--- src/rtl/pinmux_pkg.sv ---
package pinmux_pkg;
  localparam int REG_W = 16;

  // Address window match: compare only the bits kept by the mask.
  function automatic logic in_window(logic [31:0] addr, logic [31:0] base,
                                     logic [31:0] mask);
    return (addr & mask) == (base & mask);
  endfunction

  // Read image of the configuration word.
  function automatic logic [REG_W-1:0] cfg_image(logic mode, logic [1:0] spare);
    return {12'h000, spare, 1'b0, mode};
  endfunction

  // True when a write touches any read-only position (15:4 or 1).
  function automatic logic ro_bits_set(logic [REG_W-1:0] wd);
    return (|wd[REG_W-1:4]) | wd[1];
  endfunction
endpackage

--- src/rtl/pm_cfg_reg.sv ---
module pm_cfg_reg
  import pinmux_pkg::*;
#(
  parameter logic [15:0] REG_ADDR = 16'h6C00
) (
  input  logic             clk,
  input  logic             rst,
  input  logic             strap_i,
  input  logic             reg_cs,
  input  logic             reg_we,
  input  logic [15:0]      reg_addr,
  input  logic [REG_W-1:0] reg_wdata,
  output logic [REG_W-1:0] reg_rdata,
  output logic             mode_o,
  output logic             mode_wr_attempt_o
);
  logic       addr_hit;
  logic       wr_hit;
  logic       rd_hit;
  logic       wr_accept;
  logic       mode_q;
  logic [1:0] spare_q;

  assign addr_hit  = reg_cs && (reg_addr == REG_ADDR);
  assign wr_hit    = addr_hit && reg_we;
  assign rd_hit    = addr_hit && !reg_we;
  assign wr_accept = wr_hit && !ro_bits_set(reg_wdata);
  // A write that would change the mode if it were honoured.
  assign mode_wr_attempt_o = wr_accept && (reg_wdata[0] != mode_q);

  // The strap is followed while in reset; the last reset edge fixes it.
  always_ff @(posedge clk) begin
    if (rst) mode_q <= strap_i;
  end

  always_ff @(posedge clk) begin
    if (rst)            spare_q <= 2'b00;
    else if (wr_accept) spare_q <= reg_wdata[3:2];
  end

  always_ff @(posedge clk) begin
    if (rst)         reg_rdata <= '0;
    else if (rd_hit) reg_rdata <= cfg_image(mode_q, spare_q);
    else             reg_rdata <= '0;
  end

  assign mode_o = mode_q;
endmodule

--- src/rtl/pm_pad_mux.sv ---
module pm_pad_mux #(
  parameter int W = 32
) (
  input  logic         sel_a,
  input  logic [W-1:0] a_do,
  input  logic [W-1:0] a_oe,
  input  logic [W-1:0] b_do,
  input  logic [W-1:0] b_oe,
  input  logic [W-1:0] pad_i,
  output logic [W-1:0] pad_o,
  output logic [W-1:0] pad_oe,
  output logic [W-1:0] a_di,
  output logic [W-1:0] b_di
);
  for (genvar i = 0; i < W; i++) begin : g_bit
    assign pad_o[i]  = sel_a ? a_do[i] : b_do[i];
    assign pad_oe[i] = sel_a ? a_oe[i] : b_oe[i];
    assign a_di[i]   = sel_a & pad_i[i];
    assign b_di[i]   = !sel_a & pad_i[i];
  end
endmodule

--- src/rtl/pm_acc_guard.sv ---
module pm_acc_guard
  import pinmux_pkg::*;
#(
  parameter int          AW        = 24,
  parameter logic [31:0] EMIF_BASE = 32'h0040_0000,
  parameter logic [31:0] EMIF_MASK = 32'h00C0_0000,
  parameter logic [31:0] HPI_BASE  = 32'h0001_0000,
  parameter logic [31:0] HPI_MASK  = 32'h00FF_0000
) (
  input  logic          clk,
  input  logic          rst,
  input  logic          acc_stb,
  input  logic [AW-1:0] acc_addr,
  input  logic          tout_en,
  input  logic          emif_sel,
  input  logic          hpi_sel,
  output logic          emif_miss,
  output logic          hpi_miss,
  output logic          bus_err
);
  logic [31:0] addr_ext;
  assign addr_ext = 32'(acc_addr);

  assign emif_miss = acc_stb && !emif_sel && in_window(addr_ext, EMIF_BASE, EMIF_MASK);
  assign hpi_miss  = acc_stb && !hpi_sel  && in_window(addr_ext, HPI_BASE, HPI_MASK);

  always_ff @(posedge clk) begin
    if (rst) bus_err <= 1'b0;
    else     bus_err <= tout_en && (emif_miss || hpi_miss);
  end
endmodule

--- src/rtl/pinmux_strap_ctrl.sv ---
module pinmux_strap_ctrl
  import pinmux_pkg::*;
#(
  parameter int          PAR_W     = 32,
  parameter int          HOST_W    = 8,
  parameter int          ACC_AW    = 24,
  parameter logic [15:0] REG_ADDR  = 16'h6C00,
  parameter logic [31:0] EMIF_BASE = 32'h0040_0000,
  parameter logic [31:0] EMIF_MASK = 32'h00C0_0000,
  parameter logic [31:0] HPI_BASE  = 32'h0001_0000,
  parameter logic [31:0] HPI_MASK  = 32'h00FF_0000
) (
  input  logic              clk,
  input  logic              rst,
  input  logic              strap_i,
  input  logic              reg_cs,
  input  logic              reg_we,
  input  logic [15:0]       reg_addr,
  input  logic [15:0]       reg_wdata,
  output logic [15:0]       reg_rdata,
  input  logic              acc_stb,
  input  logic [ACC_AW-1:0] acc_addr,
  input  logic              tout_en,
  output logic              bus_err,
  output logic              emif_sel,
  output logic              hpi_sel,
  output logic              gpio_par_sel,
  output logic              gpio_host_sel,
  output logic              emif_clk_en,
  input  logic [PAR_W-1:0]  emif_do,
  input  logic              emif_oe,
  output logic [PAR_W-1:0]  emif_di,
  input  logic [PAR_W-1:0]  gpio_par_do,
  input  logic [PAR_W-1:0]  gpio_par_oe,
  output logic [PAR_W-1:0]  gpio_par_di,
  input  logic [PAR_W-1:0]  par_pad_i,
  output logic [PAR_W-1:0]  par_pad_o,
  output logic [PAR_W-1:0]  par_pad_oe,
  input  logic [HOST_W-1:0] hpi_do,
  input  logic              hpi_oe,
  output logic [HOST_W-1:0] hpi_di,
  input  logic [HOST_W-1:0] gpio_host_do,
  input  logic [HOST_W-1:0] gpio_host_oe,
  output logic [HOST_W-1:0] gpio_host_di,
  input  logic [HOST_W-1:0] host_pad_i,
  output logic [HOST_W-1:0] host_pad_o,
  output logic [HOST_W-1:0] host_pad_oe
);
  logic mode;
  logic mode_wr_attempt;
  logic emif_miss;
  logic hpi_miss;

  pm_cfg_reg #(.REG_ADDR(REG_ADDR)) u_cfg (
    .clk               (clk),
    .rst               (rst),
    .strap_i           (strap_i),
    .reg_cs            (reg_cs),
    .reg_we            (reg_we),
    .reg_addr          (reg_addr),
    .reg_wdata         (reg_wdata),
    .reg_rdata         (reg_rdata),
    .mode_o            (mode),
    .mode_wr_attempt_o (mode_wr_attempt)
  );

  assign emif_sel      = mode;
  assign hpi_sel       = mode;
  assign gpio_par_sel  = !mode;
  assign gpio_host_sel = !mode;
  assign emif_clk_en   = emif_sel;

  pm_pad_mux #(.W(PAR_W)) u_par_mux (
    .sel_a  (emif_sel),
    .a_do   (emif_do),
    .a_oe   ({PAR_W{emif_oe}}),
    .b_do   (gpio_par_do),
    .b_oe   (gpio_par_oe),
    .pad_i  (par_pad_i),
    .pad_o  (par_pad_o),
    .pad_oe (par_pad_oe),
    .a_di   (emif_di),
    .b_di   (gpio_par_di)
  );

  pm_pad_mux #(.W(HOST_W)) u_host_mux (
    .sel_a  (hpi_sel),
    .a_do   (hpi_do),
    .a_oe   ({HOST_W{hpi_oe}}),
    .b_do   (gpio_host_do),
    .b_oe   (gpio_host_oe),
    .pad_i  (host_pad_i),
    .pad_o  (host_pad_o),
    .pad_oe (host_pad_oe),
    .a_di   (hpi_di),
    .b_di   (gpio_host_di)
  );

  pm_acc_guard #(
    .AW(ACC_AW), .EMIF_BASE(EMIF_BASE), .EMIF_MASK(EMIF_MASK),
    .HPI_BASE(HPI_BASE), .HPI_MASK(HPI_MASK)
  ) u_guard (
    .clk       (clk),
    .rst       (rst),
    .acc_stb   (acc_stb),
    .acc_addr  (acc_addr),
    .tout_en   (tout_en),
    .emif_sel  (emif_sel),
    .hpi_sel   (hpi_sel),
    .emif_miss (emif_miss),
    .hpi_miss  (hpi_miss),
    .bus_err   (bus_err)
  );
endmodule

--- config.mk ---
export PLATFORM = sky130hd
export DESIGN_NAME = pinmux_strap_ctrl
export DESIGN_NICKNAME = d
export VERILOG_FILES = /design/src/rtl/pinmux_pkg.sv /design/src/rtl/pm_cfg_reg.sv /design/src/rtl/pm_pad_mux.sv /design/src/rtl/pm_acc_guard.sv /design/src/rtl/pinmux_strap_ctrl.sv
export SDC_FILE = /design/constraint.sdc
export NUM_CORES = 1
export LEC_CHECK = 0
export ABC_AREA = 1
export BUFFER_PORTS_ARGS = -buffer_cell sky130_fd_sc_hd__buf_2
export CAP_MARGIN = 20
export CORE_AREA = 4 4 155 157
export CTS_CLUSTER_SIZE = 10
export DETAILED_ROUTE_END_ITERATION = 10
export DIE_AREA = 0 0 159 161
export GPL_TIMING_DRIVEN = 1
export SLEW_MARGIN = 20
export SYNTH_ARGS = -nofsm -noshare
export SYNTH_HDL_FRONTEND = slang
export SYNTH_HIERARCHICAL = 1
export SYNTH_SLANG_ARGS = --single-unit
export TNS_END_PERCENT = 50
--- constraint.sdc ---
create_clock -name clk -period 1.37 [get_ports clk]
set_input_delay 0.137 -clock clk [delete_from_list [all_inputs] [get_ports clk]]
set_output_delay 0.137 -clock clk [all_outputs]
set_load 0.005 [all_outputs]
After elaboration in Yosys (flattened, before gate mapping)

Index checks and enable logic that the tools add are counted.

Reductions and logical operators: 14
Equal/unequal tests: 3
Bitwise logic cells: 82
Muxes and demuxes: 80

Operators by type and width:

| kind                 | count |
|---|---|
| $and 1x1->1          | 80 |
| $mux 1               | 80 |
| $eq 16x15->1 const B | 1 |
| $reduce_or 12->1     | 1 |
| $eq 8x1->1 const B   | 1 |
| $logic_and 1x1->1    | 8 |
| $logic_not 1->1      | 3 |
| $eq 2x1->1 const B   | 1 |
| $reduce_or 2->1      | 1 |
| $logic_or 1x1->1     | 1 |
| $not 1->1            | 1 |
| $or 1x1->1           | 1 |

Input port bits: 225
Logic and storage cells: 184
Flip-flop bits (word level): 20
Output and inout bits: 182

Depth between registers and ports, before layout

Depth in word-level cells: 5
Depth in mapped cells: 9
Depth with buffers taken out: 9

Hierarchy

Netlist, hierarchy kept.

Modules (own cells, without submodules):

| module                  | sequential area each (um2) | instances | area an instance (um2) | cells an instance |
|---|---|---|---|---|
| pm_pad_mux (u_par_mux)  | 0.0                        | 1         | 1373.8                 | 341 |
| pm_cfg_reg              | 130.1                      | 1         | 432.9                  | 69 |
| pm_pad_mux (u_host_mux) | 0.0                        | 1         | 361.6                  | 86 |
| pm_acc_guard            | 20.0                       | 1         | 106.4                  | 21 |
| pinmux_strap_ctrl       | 0.0                        | 1         | 26.3                   | 4 |

Worst setup path after synthesis

No wires, ideal clock.

Path type: reg2out
Start: register u_cfg.mode_q (netlist: u_cfg/mode_o)
End: output gpio_par_di[0]
Required time: 1.233 ns
Setup slack: 0.189 ns
Cell stages (with the launch flop): 4
Arrival time: 1.044 ns
Buffers on the path: 2
Path through: edfxtp_1 buf_4 buf_4 nor2_1

Cells in the longest elaborated chain, start to end: 2

RTL lines:

| what                   | RTL line                | text |
|---|---|---|
| from (decl)            | pm_cfg_reg.sv:21        | `logic mode_q;` |
| from (signal assigned) | pm_cfg_reg.sv:33        | `if (rst) mode_q <= strap_i;` |
| $logic_not 1->1        | pm_pad_mux.sv:19        | `assign b_di[i] = !sel_a & pad_i[i];` |
| $and 1x1->1            | pm_pad_mux.sv:19        |  |
| to (decl)              | pinmux_strap_ctrl.sv:35 | `output logic [PAR_W-1:0] gpio_par_di,` |

Every way passes these cells.

Worst setup path after layout

Start: register u_cfg.mode_q (netlist: u_cfg/mode_o)
End: output gpio_par_di[21]

The elaborated chain is that of the path after synthesis.

==> out/qor.yml <==
status:
  status: "complete, but fails checks"
  violations: "setup timing"
timing:
  rsz0062_at_grt: "true"
  final-setup-viol-count: 152
  setup_ws_ns: -0.144
  hold_viol: 0
  period_share: 1.10
  fin_skew_ns: 0.000403
  clock.fmax_ghz: 0.661
  maxSlewViolCount: 0
  period_needed_ns: 1.51
clock_tree:
  cts.path.max_buffers: 2
  htreeDepth: 1
  root_buffer: "clkbuf_16"
  cts_hold_buf: 0
  clkSinkCount: 7
  clk_pin_slew_ns: 0.04
  insertion_delay_ns: 0.24
  cts_tree: "built"
  cts_buffers: 3
setup_path:
  worstSetupPathType: "flip-flop to output pin"
  critPathRequiredTime_ns: 1.23
  critPathMaxFanout: 10
  r2r_setup_slack_ns: 0.13
  start_kind: "flip-flop"
  cp-end-kind: "output pin"
  critical_path_arrival_ns: 1.38
yosys:
  syn-cell-area_um2: 2280
  avgSynthCellArea_um2: 4.41
  yosys_warnings: 6
  syn_inst: 517
grt:
  grt_antenna_before_repair: 0
  grt_pass1_wl_mm: 19.9
  grtUsageMet2: 0.189
  grt_util_met1: 0.0981
  grt-ovfl-total: 0
  busiest_layer: "met2"
  grt_util_met3: 0.0163
  grt_pass1_vias: 3983
  grt_max_degree: 48
  grt_usage: 0.0948
final_layout:
  most-common-layout-cells: "buf_2 (366), nand2_1 (217), inv_1 (96), nand2_2 (65), nor2_1 (52)"
  layout_commonest_cell: "buf_2"
  stdcell_count: 1178
  n_antenna_cell: 0
  syn2layout_area_growth_pct: 129
  final_area_um2: 5220
  drive_gt1_frac: 0.561
  layout.nets: 1119
routing:
  drt_wl_total_mm: 14.3
  ant_nets: 0
  drt_pre_antenna_iters: 4
  drc: 0
  via_count: 4266
  drt_iter0_drc: 184
  wl_per_cell_um: 12.1
  vias_per_cell: 3.62
die:
  die_y_um: 161
  die-area_um2: 25600
  core_um2: 22500
  placementRows: 55
  io_pins: 407
  start_util: 0.101
  chipWidth_um: 159
power:
  switchingPower_mw: 1.04
  combPwrFrac: 0.713
  p_int_mw: 1.52
  peakVddDrop_uv: 638
  p_leak_nw: 3.64
  p_seq_frac: 0.084
  fin_total_pwr_mw: 2.56
  p_sw_frac: 0.405
  p_per_area_nw_per_um2: 491
  clkPwrFrac: 0.202
placed_design:
  dp.cells: 1162
  io_buffers: 376
  place_area_um2: 4400
  pre_cts_slack_ns: 0.0123
  routabilityCongestion: 0.881
  place_hpwl_mm: 11.0
worst_hold_path:
  hold_class: "input port to flip-flop"
job:
  cap_violations: 0
-- registers in the layout, summed over array words and instances, names as in the netlist --
name and cells:
u_cfg/reg_rdata 3, u_cfg/spare_q 2, u_cfg/mode_o 1, u_guard/bus_err 1
-- per-stage QoR --
stage          utilization  setup TNS, ns  hold slack, ns
2_1_floorplan            -              0           0.236
3_3_place_gp         0.195              0           0.331
3_5_place_dp         0.195              0           0.335
4_1_cts              0.215         -13.24          0.0849
5_1_grt              0.232         -20.56          0.0883
6_report             0.232         -12.14          0.0898
-- power groups by stage --
stage / sequential, mW / combinational [mW] / clock, mW
final: 0.216 / 1.83 / 0.518
after global routing: 0.216 / 2.01 / 0.543
after CTS: 0.216 / 1.66 / 0.542
after detailed placement: 0.218 / 1.45 / 0
after global placement: 0.219 / 1.44 / 0
after floorplan: 0.223 / 0.662 / 0
-- critical path, cell delays in order (launching register included) --
cell       delay (ns)
edfxtp_1         0.46
buf_12           0.20
bufbuf_16        0.27
nor2_1           0.09
buf_2            0.12
-- layout make-up --
type / count / area, µm²
clock buffers: 4 / 78.8
fillers: 2573 / 17300
inverters: 98 / 407
multi-input cells: 383 / 1760
flip-flops and latches: 7 / 150
well taps: 285 / 357
repair buffers: 400 / 2450
repair inverters: 1 / 16.3
-- worst paths after layout --
| path | start | end | depth (start not counted) |
|---|---|---|---|
| setup / recovery | u_cfg/mode_o$_DFFE_PP_ | gpio_par_di[21] | 4 |
| hold / removal | strap_i | u_cfg/mode_o$_DFFE_PP_ | 1 |
| setup reg to reg | u_cfg/mode_o$_DFFE_PP_ | u_guard/bus_err$_SDFF_PP0_ | 7 |
| hold reg to reg | u_cfg/spare_q[1]$_SDFFE_PP0P_ | u_cfg/reg_rdata[3]$_SDFF_PP0_ | 2 |
-- layer usage --
| layer | share of wire | routed length, µm |
|---|---|---|
| met5 | 0 | 0 |
| met4 | 0.019 | 271 |
| met3 | 0.080 | 1150 |
| met2 | 0.54 | 7740 |
| met1 | 0.36 | 5130 |
-- timing repair --
item / in CTS / in global routing
cloned: 7 / 3
pin swaps: 4 / 3
setup endpoints to repair: 154 / 165
buffers inserted: 2 / 1
resized for setup: 54 / 92
Note: power is estimated with default switching activity, not from simulation.
